$ cat config.mk
export PLATFORM = sky130hd
export DESIGN_NAME = inval_queue
export DESIGN_NICKNAME = d
export VERILOG_FILES = /design/src/rtl/ivq_pkg.sv /design/src/rtl/ivq_store.sv /design/src/rtl/ivq_match.sv /design/src/rtl/ivq_ack.sv /design/src/rtl/ivq_barrier.sv /design/src/rtl/inval_queue.sv
export SDC_FILE = /design/constraint.sdc
export NUM_CORES = 1
export LEC_CHECK = 0
export ABC_CLOCK_PERIOD_IN_PS = 2300
export BUFFER_PORTS_ARGS = -buffer_cell sky130_fd_sc_hd__buf_2
export CAP_MARGIN = 20
export CELL_PAD_IN_SITES_DETAIL_PLACEMENT = 0
export CELL_PAD_IN_SITES_GLOBAL_PLACEMENT = 1
export CORE_AREA = 2 2 116 118
export DETAILED_ROUTE_END_ITERATION = 8
export DIE_AREA = 0 0 118 120
export PLACE_DENSITY_LB_ADDON = 0.05
export SKIP_CTS_REPAIR_TIMING = 1
export SYNTH_ARGS = -nofsm -noshare
export SYNTH_HDL_FRONTEND = slang
export SYNTH_SLANG_ARGS = --single-unit
export TNS_END_PERCENT = 5
$ cat constraint.sdc
create_clock -name clk -period 2.3 [get_ports clk]
set_input_delay 0 -clock clk [delete_from_list [all_inputs] [get_ports clk]]
set_output_delay 0 -clock clk [all_outputs]
set_load 0.02 [all_outputs]
$ cat src/rtl/ivq_pkg.sv
package ivq_pkg;

  // Next slot index on a ring of the given depth.
  function automatic int unsigned ring_next(input int unsigned idx, input int unsigned depth);
    return (idx + 1 >= depth) ? 0 : idx + 1;
  endfunction

  // Occupancy after one cycle of push and pop.
  function automatic int unsigned occ_after(input int unsigned occ, input logic push, input logic pop);
    int unsigned r;
    r = occ;
    if (push) r = r + 1;
    if (pop)  r = r - 1;
    return r;
  endfunction

endpackage

$ cat src/rtl/ivq_store.sv
module ivq_store #(
  parameter int ADDR_W = 12,
  parameter int DEPTH  = 4
) (
  input  logic                          clk,
  input  logic                          rst_n,
  input  logic                          push,
  input  logic [ADDR_W-1:0]             push_line,
  input  logic                          pop,
  output logic [ADDR_W-1:0]             head_line,
  output logic [DEPTH-1:0]              slot_vld,
  output logic [DEPTH-1:0][ADDR_W-1:0]  slot_line,
  output logic                          empty,
  output logic                          full
);
  localparam int PTR_W = (DEPTH > 1) ? $clog2(DEPTH) : 1;
  localparam int CNT_W = $clog2(DEPTH + 1);

  logic [PTR_W-1:0] wr_ptr, rd_ptr;
  logic [CNT_W-1:0] occ;

  assign empty     = (occ == '0);
  assign full      = (occ == CNT_W'(DEPTH));
  assign head_line = slot_line[rd_ptr];

  always_ff @(posedge clk) begin
    if (!rst_n) begin
      wr_ptr    <= '0;
      rd_ptr    <= '0;
      occ       <= '0;
      slot_vld  <= '0;
      slot_line <= '0;
    end else begin
      if (pop) begin
        slot_vld[rd_ptr] <= 1'b0;
        rd_ptr <= PTR_W'(ivq_pkg::ring_next(int'(rd_ptr), DEPTH));
      end
      if (push) begin
        slot_vld[wr_ptr]  <= 1'b1;
        slot_line[wr_ptr] <= push_line;
        wr_ptr <= PTR_W'(ivq_pkg::ring_next(int'(wr_ptr), DEPTH));
      end
      occ <= CNT_W'(ivq_pkg::occ_after(int'(occ), push, pop));
    end
  end

  // a push never lands on a full ring; flag count agrees with occupancy.
  always_ff @(posedge clk) begin
    if (rst_n) begin
      assert_no_overflow_R4: assert (!(push && full));
      assert_flag_count_R3: assert ($countones(slot_vld) == int'(occ));
    end
  end

endmodule

$ cat src/rtl/ivq_match.sv
module ivq_match #(
  parameter int ADDR_W = 12,
  parameter int DEPTH  = 4
) (
  input  logic [DEPTH-1:0]              slot_vld,
  input  logic [DEPTH-1:0][ADDR_W-1:0]  slot_line,
  input  logic [ADDR_W-1:0]             query_line,
  output logic                          hit
);
  logic [DEPTH-1:0] hit_vec;

  for (genvar g = 0; g < DEPTH; g++) begin : g_cmp
    assign hit_vec[g] = slot_vld[g] && (slot_line[g] == query_line);
  end

  assign hit = |hit_vec;
endmodule

$ cat src/rtl/ivq_ack.sv
module ivq_ack #(
  parameter int ADDR_W = 12
) (
  input  logic              clk,
  input  logic              rst_n,
  input  logic              accept,
  input  logic [ADDR_W-1:0] accept_line,
  output logic              ack_valid,
  output logic [ADDR_W-1:0] ack_line
);
  always_ff @(posedge clk) begin
    if (!rst_n) begin
      ack_valid <= 1'b0;
      ack_line  <= '0;
    end else begin
      ack_valid <= accept;
      if (accept) ack_line <= accept_line;
    end
  end
endmodule

$ cat src/rtl/ivq_barrier.sv
module ivq_barrier (
  input  logic rbar_req,
  input  logic mb_req,
  input  logic queue_empty,
  input  logic sb_empty,
  output logic rbar_done,
  output logic mb_done
);
  assign rbar_done = rbar_req && queue_empty;
  assign mb_done   = mb_req && queue_empty && sb_empty;
endmodule

$ cat src/rtl/inval_queue.sv
module inval_queue #(
  parameter int ADDR_W = 12,
  parameter int DEPTH  = 4
) (
  input  logic              clk,
  input  logic              rst_n,
  input  logic              inv_valid,
  input  logic [ADDR_W-1:0] inv_line,
  output logic              inv_ready,
  output logic              ack_valid,
  output logic [ADDR_W-1:0] ack_line,
  output logic              cache_inv_valid,
  output logic [ADDR_W-1:0] cache_inv_line,
  input  logic              cache_inv_ready,
  input  logic [ADDR_W-1:0] query_line,
  output logic              query_block,
  input  logic              rbar_req,
  output logic              rbar_done,
  input  logic              mb_req,
  input  logic              sb_empty,
  output logic              mb_done
);
  logic                         q_empty, q_full;
  logic                         accept_evt, retire_evt;
  logic [DEPTH-1:0]             slot_vld;
  logic [DEPTH-1:0][ADDR_W-1:0] slot_line;

  assign inv_ready       = !q_full;
  assign accept_evt      = inv_valid && inv_ready;
  assign cache_inv_valid = !q_empty;
  assign retire_evt      = cache_inv_valid && cache_inv_ready;

  ivq_store #(.ADDR_W(ADDR_W), .DEPTH(DEPTH)) u_store (
    .clk(clk), .rst_n(rst_n),
    .push(accept_evt), .push_line(inv_line), .pop(retire_evt),
    .head_line(cache_inv_line), .slot_vld(slot_vld), .slot_line(slot_line),
    .empty(q_empty), .full(q_full)
  );

  ivq_match #(.ADDR_W(ADDR_W), .DEPTH(DEPTH)) u_match (
    .slot_vld(slot_vld), .slot_line(slot_line),
    .query_line(query_line), .hit(query_block)
  );

  ivq_ack #(.ADDR_W(ADDR_W)) u_ack (
    .clk(clk), .rst_n(rst_n),
    .accept(accept_evt), .accept_line(inv_line),
    .ack_valid(ack_valid), .ack_line(ack_line)
  );

  ivq_barrier u_barrier (
    .rbar_req(rbar_req), .mb_req(mb_req),
    .queue_empty(q_empty), .sb_empty(sb_empty),
    .rbar_done(rbar_done), .mb_done(mb_done)
  );

  assert_ack_follows_R2: assert property (@(posedge clk) disable iff (!rst_n)
    accept_evt |=> ack_valid && ack_line == $past(inv_line));

  assert_no_ack_when_full_R4: assert property (@(posedge clk) disable iff (!rst_n)
    !inv_ready |=> !ack_valid);

  assert_head_held_R3: assert property (@(posedge clk) disable iff (!rst_n)
    cache_inv_valid && !cache_inv_ready |=> cache_inv_valid && $stable(cache_inv_line));

  assert_head_embargo_R5: assert property (@(posedge clk) disable iff (!rst_n)
    cache_inv_valid && query_line == cache_inv_line |-> query_block);

  assert_rbar_empty_R6: assert property (@(posedge clk) disable iff (!rst_n)
    rbar_done |-> !cache_inv_valid && !query_block);

  assert_mb_gate_R7: assert property (@(posedge clk) disable iff (!rst_n)
    mb_done |-> sb_empty && !cache_inv_valid);

endmodule

==> flow_metrics.py, run 1 <==
metrics = {
    "power": {
        "peakVddDrop_uv": 402,
        "p_switching_w": 0.00133,
        "leakage_nw": 1.72,
        "power.internal_w": 0.00275,
        "seq_power_share": 0.370,
        "clockPowerShare": 0.353,
        "power.density_nw_per_um2": 878,
        "combPwrFrac": 0.277,
        "switching_share": 0.325,
    },
    "timing": {
        "slew_violations": 0,
        "rsz0062_at_grt": "false",
        "fin_skew_ns": 0.00700,
        "tns_ns": 0,
        "finalSetupViolCount": 0,
        "min_period_over_period": 0.882,
        "relSlewSlack": 0.661,
        "whs_ns": -0.00682,
        "finalCriticalPeriod_ns": 2.03,
        "hold_viol": 5,
        "worstMarginPinSlew_ns": 0.508,
        "fmax_mhz": 493,
    },
    "floorplan": {
        "die-area_sq_um": 14200,
        "die_y_microns": 120,
        "rows": 42,
        "io_pins": 61,
        "initial_utilization": 0.292,
        "fp.dieW_microns": 118,
        "core_sq_um": 13000,
    },
    "logic_synthesis": {
        "async_reset_ff_frac": 0,
        "synth_most_common_cell": "nand2_1",
        "synth_edf_count": 0,
        "netlist_instances": 441,
        "synthDistinctLibCells": 28,
        "synth_ff_type": "dfxtp_1",
        "ys_ff_latch": 72,
        "syn_area_per_cell_sq_um": 8.61,
        "yosysWarnings": 0,
        "synth.net_count": 483,
        "yosysSeqAreaShare": 0.380,
        "synth_top_area_frac": 0.380,
        "synth_area_leader_cell": "dfxtp_1",
        "ys_top_cells_by_area": "dfxtp_1, nand2_1, xnor2_1",
        "synth_commonest_cells": "nand2_1, dfxtp_1, xnor2_1",
        "synth_area_sq_um": 3800,
    },
    "global_routing": {
        "antenna_found_initial": 0,
        "grt_pass1_vias": 3099,
        "grt_max_degree": 48,
        "grt_pass1_wl_mm": 18.2,
        "overflow": 0,
        "track_usage": 0.174,
    },
    "drt": {
        "antenna_left": 0,
        "post_drt_wl_per_cell_microns": 17.0,
        "vias": 3113,
        "drcViolationCount": 0,
        "drt-total-wl_mm": 11.6,
        "firstDrtPassIters": 6,
        "drtIter0Drc": 152,
        "viasPerCell": 4.56,
    },
    "clock_tree": {
        "clock_latency_ns": 0.34,
        "h-tree-depth": 3,
        "clockRootBuffer": "clkbuf_16",
        "ctsLongestPathBuffers": 2,
        "cts_made_buffers": 9,
        "clk_pin_slew_ns": 0.06,
        "cts_tree": "done",
        "clkSinkCount": 72,
    },
    "cells_and_area": {
        "final_nets": 544,
        "postLayoutCellArea_sq_um": 4640,
        "syn2layout_area_growth_pct": 22.3,
        "antenna_cells": 0,
        "drive_gt1_frac": 0.211,
        "seq_area_sq_um": 1440,
        "fillerInstances": 1391,
        "multiInputGateArea_sq_um": 2130,
    },
    "setup_path": {
        "worstSetupStartpointType": "flop",
        "end_kind": "flop",
        "critPathRequiredTime_ns": 2.57,
        "path_class": "flop to flop",
        "cp_max_fo": 5,
        "arrival_ns": 2.29,
    },
    "placed_design": {
        "place_area_sq_um": 4220,
        "post-dp-hpwl_mm": 8.44,
        "place_congestion": 0.790,
        "io_buffers": 60,
    },
    "run": {
        "drv_cap": 0,
    },
    "outcome": {
        "violations": "hold timing",
        "status": "complete, but fails checks",
    },
    "hold_path": {
        "worstHoldPathType": "primary input to flop",
    },
}
## state kept, by name (all words and copies together), names as in the netlist
| register | flops |
|---|---|
| u_store.slot_line | 48 |
| u_ack.ack_line | 12 |
| u_store.slot_vld | 4 |
| u_store.occ | 3 |
| u_store.rd_ptr | 2 |
| u_store.wr_ptr | 2 |
| u_ack.ack_valid | 1 |
## final timing paths
path / start / to / slack [ns] / depth (start not counted)
setup reg to reg: u_store.occ[0] / u_store.occ[2] / 0.27 / 8
setup / recovery: u_store.occ[0] / u_store.occ[2] / 0.27 / 8
hold reg to reg: u_ack.ack_line[5] / u_ack.ack_line[5] / 0.45 / 2
hold / removal: inv_line[10] / u_store.slot_line[22] / -0.007 / 3
## through the flow
step	util	hold WS (ns)	std cells	setup WS [ns]	power, W
CTS	0.348	-0.0692	671	0.234	0.00414
floorplan	-	0.119	441	0.288	0.00232
global route	0.358	0.00151	683	0.0813	0.00432
global placement	0.325	0.296	655	0.313	0.00267
finish	0.358	-0.00682	683	0.271	0.00408
detailed placement	0.325	0.299	655	0.255	0.00267
## final cells by class
class                      count  area share
inverter                       8     0.00647
tap                          176      0.0474
clock buffer                  11      0.0544
timing repair buffer          85       0.112
multi-input combinational    326       0.458
sequential                    72       0.310
clock inverter                 5      0.0119
## logic make-up (layout without fill, tap and decap cells)
kind of cell,after synthesis,count (layout),share of synthesized area
AOI/OAI and AO/OA,75,75,0.134
xor gates and xnor gates,51,51,0.118
adders and majority gates,11,11,0.0363
buffers and inverters,43,109,0.0603
DFF,72,72,0.380
muxes,13,13,0.0748
and+or+nand+nor,176,176,0.197
## power groups by stage
stage	clock [W]	sequential, W	combinational (W)
detailed placement	0	0.00154	0.00114
global route	0.00154	0.00153	0.00125
global placement	0	0.00153	0.00113
CTS	0.00149	0.00151	0.00114
floorplan	0	0.00152	0.000791
finish	0.00144	0.00151	0.00113
## placed cells by master (no fill, tap or decap), drive strengths merged, types with 8 or more instances in the layout
| cell | n |
|---|---|
| and2 | 8 |
| nand4 | 8 |
| nand2 | 143 |
| dlygate4sd3 | 12 |
| a21boi | 45 |
| ha | 11 |
| a21oi | 24 |
| clkbuf | 11 |
| mux4 | 12 |
| xnor2 | 51 |
| inv | 8 |
| buf | 73 |
| dfxtp | 72 |
## critical path: stages, from the launching register on
cell	delay, ns
dfxtp_1	0.36
inv_1	0.06
ha_1	0.29
a21boi_4	0.21
mux2i_2	0.25
ha_1	0.18
nand2_1	0.08
or3_1	0.34
a31oi_1	0.18
## layer usage
layer,vias to the layer above,GRT usage,wire length [microns]
li1,1573,-,-
met1,1469,0.237,5730
met2,65,0.272,5320
met3,6,0.0442,471
met4,0,0.0489,125
met5,-,0,0
Note: power is estimated with default switching activity, not from simulation.
==> inputs of run 2 (changes only) <==
--- a/config.mk
+++ b/config.mk
@@ -5,17 +5,17 @@
 export SDC_FILE = /design/constraint.sdc
 export NUM_CORES = 1
 export LEC_CHECK = 0
+export ABC_AREA = 1
 export ABC_CLOCK_PERIOD_IN_PS = 2300
 export BUFFER_PORTS_ARGS = -buffer_cell sky130_fd_sc_hd__buf_2
 export CAP_MARGIN = 20
 export CELL_PAD_IN_SITES_DETAIL_PLACEMENT = 0
 export CELL_PAD_IN_SITES_GLOBAL_PLACEMENT = 1
-export CORE_AREA = 2 2 116 118
+export CORE_AREA = 2 2 119 121
 export DETAILED_ROUTE_END_ITERATION = 8
-export DIE_AREA = 0 0 118 120
+export DIE_AREA = 0 0 121 123
 export PLACE_DENSITY_LB_ADDON = 0.05
 export SKIP_CTS_REPAIR_TIMING = 1
 export SYNTH_ARGS = -nofsm -noshare
 export SYNTH_HDL_FRONTEND = slang
 export SYNTH_SLANG_ARGS = --single-unit
-export TNS_END_PERCENT = 5
==> run 2 against run 1 <==
Sequential power hardly changed. The run still ends with hold timing left. Global-route usage is 1.5 points higher. Non-clock buffer count is 16 lower. Area after synthesis is 4.8% higher. Sequential share of layout area is 0.81 points lower. First-iteration DRC count is 14% higher. Die area is 5.1% higher. Register-to-register slack better by 0.13 ns. Hold slack worse by 0.0021 ns.
==> flow_metrics.py, run 2 <==
metrics = {
    "logic_synthesis": {
        "synth_top_area_frac": 0.362,
        "synthMuxAreaShare": 0,
        "synth_compound_area_frac": 0.231,
        "ys_top_cells_by_area": "dfxtp_1, nand2_1, a21oi_1",
        "synthAdderAreaFrac": 0.0346,
        "synth_top_family_by_area": "simple AND/OR/NAND/NOR gates",
        "async_reset_ff_frac": 0,
        "synth_ff_type": "dfxtp_1",
        "ys_ff_latch": 72,
        "syn_area_per_cell_sq_um": 6.63,
        "yosys.area_share.simple": 0.257,
        "synth_area_leader_cell": "dfxtp_1",
        "synth_area_sq_um": 3980,
        "synth_xor_area_frac": 0.00849,
        "synth.net_count": 642,
        "synth_edf_count": 0,
        "yosysWarnings": 0,
        "synthDistinctLibCells": 26,
        "yosysSeqAreaShare": 0.362,
        "synth_most_common_cell": "nand2_1",
        "netlist_instances": 600,
        "synth_commonest_cells": "nand2_1, a21oi_1, dfxtp_1",
    },
    "cells_and_area": {
        "final_nets": 697,
        "largest_register_ff_count": 48,
        "drive_gt1_frac": 0.158,
        "final_common_cell": "nand2_1",
        "syn2layout_area_growth_pct": 19.8,
        "antenna_cells": 0,
        "reg_top3": "u_store.slot_line: 48 flops, u_ack.ack_line: 12 flops, u_store.slot_vld: 4 flops",
        "final_cell_mix": "nand2_1, a21oi_1, dfxtp_1",
        "largest-register": "u_store.slot_line",
        "postLayoutCellArea_sq_um": 4770,
    },
    "timing": {
        "rsz0062_at_grt": "false",
        "fmax_mhz": 525,
        "hold_viol": 1,
        "relSlewSlack": 0.654,
        "finalCriticalPeriod_ns": 1.90,
        "finalSetupViolCount": 0,
        "worstMarginPinSlew_ns": 0.519,
        "slew_violations": 0,
        "min_period_over_period": 0.828,
        "fin_skew_ns": 0.00555,
        "tns_ns": 0,
        "whs_ns": -0.00887,
    },
    "power": {
        "power.density_nw_per_um2": 974,
        "switching_share": 0.378,
        "p_switching_w": 0.00175,
        "power.internal_w": 0.00289,
        "leakage_nw": 2.15,
        "peakVddDrop_uv": 417,
        "seq_power_share": 0.328,
        "combPwrFrac": 0.347,
        "clockPowerShare": 0.324,
    },
    "global_routing": {
        "track_usage": 0.189,
        "grt_pass1_wl_mm": 20.9,
        "grt_pass1_vias": 3704,
        "antenna_found_initial": 0,
        "overflow": 0,
        "grt_max_degree": 51,
    },
    "hold_path": {
        "hp-start": "inv_line[11]",
        "worstHoldPathType": "primary input to flop",
    },
    "clock_tree": {
        "cts_tree": "done",
        "clock_latency_ns": 0.34,
        "clk_pin_slew_ns": 0.06,
        "ctsLongestPathBuffers": 2,
        "clockRootBuffer": "clkbuf_16",
        "clkSinkCount": 72,
        "h-tree-depth": 3,
        "cts_made_buffers": 9,
    },
    "setup_path": {
        "crit_path_start": "u_store.occ[0]",
        "arrival_ns": 2.17,
        "worstSetupStartpointType": "flop",
        "r2r_start": "u_store.occ[0]",
        "critPathRequiredTime_ns": 2.57,
        "cp_max_fo": 24,
        "path_class": "flop to flop",
        "end_kind": "flop",
    },
    "floorplan": {
        "core_sq_um": 13600,
        "rows": 43,
        "io_pins": 61,
        "die_y_microns": 123,
        "fp.dieW_microns": 121,
        "initial_utilization": 0.292,
        "die-area_sq_um": 14900,
    },
    "drt": {
        "drt-total-wl_mm": 13.6,
        "viasPerCell": 4.64,
        "drcViolationCount": 0,
        "firstDrtPassIters": 5,
        "antenna_left": 0,
        "vias": 3896,
        "drtIter0Drc": 174,
        "post_drt_wl_per_cell_microns": 16.2,
    },
    "run": {
        "drv_cap": 0,
    },
    "outcome": {
        "violations": "hold timing",
        "status": "complete, but fails checks",
    },
    "placed_design": {
        "place_area_sq_um": 4420,
        "place_congestion": 0.847,
        "io_buffers": 60,
        "post-dp-hpwl_mm": 9.89,
    },
}
run 2: cell types whose count changed after synthesis, sizes merged, moves of 5 or more:
cell / before / now
and2: 8 / 0
nand3: 4 / 10
xnor2: 51 / 2
clkbuf: 8 / 13
nand4: 8 / 0
o21ai: 1 / 65
buf: 27 / 12
mux4: 12 / 0
a21oi: 24 / 76
nor2: 3 / 70
a211oi: 0 / 13
a21boi: 45 / 2
inv: 8 / 71
nand2: 143 / 176
run 2: through the flow:
stage | power, W | utilization | setup WS [ns] | cells
2_1_floorplan | 0.00264 | - | 0.619 | 600
3_3_place_gp | 0.00317 | 0.325 | 0.455 | 823
3_5_place_dp | 0.00317 | 0.325 | 0.397 | 823
4_1_cts | 0.00469 | 0.348 | 0.375 | 839
5_1_grt | 0.00494 | 0.350 | 0.177 | 840
6_report | 0.00464 | 0.350 | 0.396 | 840
run 2: path summary, 6_finish.rpt:
check	end	slack [ns]	depth (start not counted)
max	u_store.slot_line[36]	0.40	9
min reg2reg	u_store.slot_vld[1]	0.47	2
min	u_store.slot_line[23]	-0.009	3
max reg2reg	u_store.slot_line[36]	0.40	9
run 2: metal layers:
metal / global-route usage / share of wire / up-vias
li1: - / - / 2033
met1: 0.263 / 0.50 / 1777
met2: 0.302 / 0.45 / 71
met3: 0.0221 / 0.029 / 15
met4: 0.0661 / 0.018 / 0
met5: 0 / 0 / -
run 2: power groups by stage:
stage               combinational [W]  clock (W)  sequential [W]
global route                  0.00180    0.00159         0.00155
detailed placement            0.00162          0         0.00155
finish                        0.00161    0.00151         0.00153
global placement              0.00162          0         0.00155
floorplan                     0.00108          0         0.00156
CTS                           0.00163    0.00154         0.00152
run 2: cell type report:
cell class,instances,area (sq um)
well taps,180,225
inverters,71,267
repair buffers,69,400
clock inverters,2,35.0
flip-flops and latches,72,1440
fillers,1522,8840
multi-input cells,432,2120
clock buffers,14,284
run 2: logic make-up after synthesis:
group                      after synthesis
buffers and inverters                   96
adders and majority gates               11
and+or+nand+nor                        256
DFF                                     72
AOI/OAI and AO/OA                      162
xor gates and xnor gates                 3
run 2: critical path, stage by stage (launching register included):
cell	delay [ns]
dfxtp_1	0.41
inv_1	0.07
ha_1	0.23
nand2_2	0.09
nand2_4	0.14
inv_2	0.27
nand2_1	0.08
buf_4	0.24
buf_4	0.17
a21oi_1	0.13
==> inputs of run 3 (changes only) <==
--- a/config.mk
+++ b/config.mk
@@ -6,7 +6,7 @@
 export NUM_CORES = 1
 export LEC_CHECK = 0
 export ABC_AREA = 1
-export ABC_CLOCK_PERIOD_IN_PS = 2300
+export ABC_CLOCK_PERIOD_IN_PS = 1800
 export BUFFER_PORTS_ARGS = -buffer_cell sky130_fd_sc_hd__buf_2
 export CAP_MARGIN = 20
 export CELL_PAD_IN_SITES_DETAIL_PLACEMENT = 0
==> constraint.sdc (replaced) <==
create_clock -name clk -period 1.8 [get_ports clk]
set_input_delay 0 -clock clk [delete_from_list [all_inputs] [get_ports clk]]
set_output_delay 0 -clock clk [all_outputs]
set_load 0.02 [all_outputs]
==> run 3 against run 2 <==
Register-to-register slack got worse by 0.21 ns. Non-clock buffer count grew 7. Wire length increased by 0.45%. Final area up 0.81%. Critical path type is now flop to output port. Die area is the same. Global-route usage up 0.51 points. Clock-buffer cell count is 3 lower. Total power rose by 27%. The run still ends with hold timing left. Critical path depth grew 2. Clock power increased by 25%. Setup slack got worse by 0.22 ns.
==> flow_metrics.py, run 3 (synthesis results as in run 2) <==
metrics = {
    "outcome": {
        "status": "complete, but fails checks",
        "violations": "hold timing",
    },
    "setup_path": {
        "critPathRequiredTime_ns": 1.80,
        "cp_max_fo": 3,
        "r2r_slack_ns": 0.19,
        "end_kind": "output port",
        "arrival_ns": 1.62,
        "r2r_end": "u_store.slot_line[34]",
        "path_class": "flop to output port",
        "r2r_cells": 9,
        "r2r_start": "u_store.occ[0]",
        "worstSetupStartpointType": "flop",
    },
    "global_routing": {
        "grt_max_degree": 27,
        "grt_pass1_vias": 3779,
        "met3_usage": 0.0277,
        "antenna_found_initial": 0,
        "busiest_layer": "met2",
        "overflow": 0,
        "grt_pass1_wl_mm": 21.3,
        "track_usage": 0.194,
        "met2_usage": 0.309,
        "met1_usage": 0.268,
    },
    "run": {
        "drv_cap": 0,
    },
    "cells_and_area": {
        "largest_register_ff_count": 48,
        "antenna_cells": 0,
        "fin_util": 0.353,
        "multiInputGateArea_sq_um": 2130,
        "syn2layout_area_growth_pct": 20.8,
        "instances_no_fill": 847,
        "reg_top3": "u_store.slot_line: 48 flops, u_ack.ack_line: 12 flops, u_store.slot_vld: 4 flops",
        "drive_gt1_frac": 0.171,
        "largest-register": "u_store.slot_line",
        "postLayoutCellArea_sq_um": 4810,
        "final_cell_mix": "nand2_1, a21oi_1, dfxtp_1",
        "fillerInstances": 1524,
        "final_common_cell": "nand2_1",
        "final_nets": 704,
        "seq_area_sq_um": 1440,
    },
    "timing": {
        "relSlewSlack": 0.797,
        "fmax_mhz": 616,
        "tns_ns": 0,
        "fin_skew_ns": 0.00352,
        "finalCriticalPeriod_ns": 1.62,
        "finalSetupViolCount": 0,
        "min_period_over_period": 0.901,
        "rsz0062_at_grt": "false",
        "whs_ns": -0.0108,
        "hold_viol": 1,
        "slew_violations": 0,
        "worstMarginPinSlew_ns": 0.304,
    },
    "clock_tree": {
        "cts_made_buffers": 9,
        "clk_pin_slew_ns": 0.06,
        "cts_tree": "done",
        "clock_latency_ns": 0.34,
        "h-tree-depth": 3,
        "ctsLongestPathBuffers": 2,
        "clkSinkCount": 72,
        "clockRootBuffer": "clkbuf_16",
    },
    "power": {
        "leakage_nw": 2.16,
        "clockPowerShare": 0.319,
        "switching_share": 0.386,
        "power.internal_w": 0.00363,
        "total_power_w": 0.00591,
        "p_switching_w": 0.00228,
        "power.density_nw_per_um2": 1230,
        "combPwrFrac": 0.351,
        "peakVddDrop_uv": 525,
        "seq_power_share": 0.330,
    },
    "drt": {
        "drtIter0Drc": 260,
        "vias": 3907,
        "drt-total-wl_mm": 13.6,
        "drcViolationCount": 0,
        "viasPerCell": 4.61,
        "post_drt_wl_per_cell_microns": 16.1,
        "firstDrtPassIters": 5,
        "antenna_left": 0,
    },
    "hold_path": {
        "hp-start": "inv_line[0]",
        "hold_depth": 3,
        "min_to": "u_ack.ack_line[0]",
        "worstHoldPathType": "primary input to flop",
    },
    "placed_design": {
        "place_congestion": 0.829,
        "place_area_sq_um": 4470,
        "io_buffers": 60,
        "post-dp-hpwl_mm": 10.1,
        "dp_cells": 830,
    },
    "floorplan": {
        "core_sq_um": 13600,
        "die_y_microns": 123,
        "io_pins": 61,
        "initial_utilization": 0.292,
        "rows": 43,
        "die-area_sq_um": 14900,
        "fp.dieW_microns": 121,
    },
}
## run 3: metrics by stage
step	hold slack, ns	setup WS, ns
3_5_place_dp	0.319	0.158
3_3_place_gp	0.310	0.185
6_report	-0.0108	0.177
4_1_cts	-0.0426	0.0949
5_1_grt	0.00951	0.00783
2_1_floorplan	0.119	0.119
## run 3: power groups by stage
stage,registers (W),clock network (W),logic (W)
after floorplan,0.00200,0,0.00138
after global placement,0.00198,0,0.00208
after detailed placement,0.00198,0,0.00209
after CTS,0.00195,0.00194,0.00209
after global routing,0.00198,0.00199,0.00233
final,0.00195,0.00189,0.00207
## run 3: how the worst max path moves through the flow
stage,from,end
2_1_floorplan,u_store.occ[0],u_store.occ[1]
3_3_place_gp,u_store.occ[0],u_store.slot_line[15]
3_5_place_dp,u_store.occ[0],u_store.occ[1]
4_1_cts,u_store.slot_line[7],query_block
5_1_grt,u_store.occ[0],u_store.slot_line[27]
6_report,u_store.slot_line[46],query_block
## run 3: worst max-delay path, stage by stage, from the launching register on
cell and delay (ns):
dfxtp_1 0.36, inv_1 0.07, nand2_1 0.12, nand2_1 0.07, nor2_1 0.12, nand2_1 0.07, nor2_1 0.08, nand2_1 0.06
nand2_1 0.05, inv_1 0.03, nand2_1 0.09, buf_4 0.15
## run 3: per-layer routing
| metal | share of wire | vias up |
|---|---|---|
| li1 | - | 2043 |
| met1 | 0.49 | 1776 |
| met2 | 0.45 | 76 |
| met3 | 0.045 | 12 |
| met4 | 0.013 | 0 |
| met5 | 0 | - |
## run 3: final cells by class
class | instances | share of cell area
flip-flops and latches | 72 | 0.300
repair buffers | 76 | 0.0911
clock buffers | 11 | 0.0526
inverters | 71 | 0.0554
clock inverters | 5 | 0.0115
well taps | 180 | 0.0469
multi-input cells | 432 | 0.442
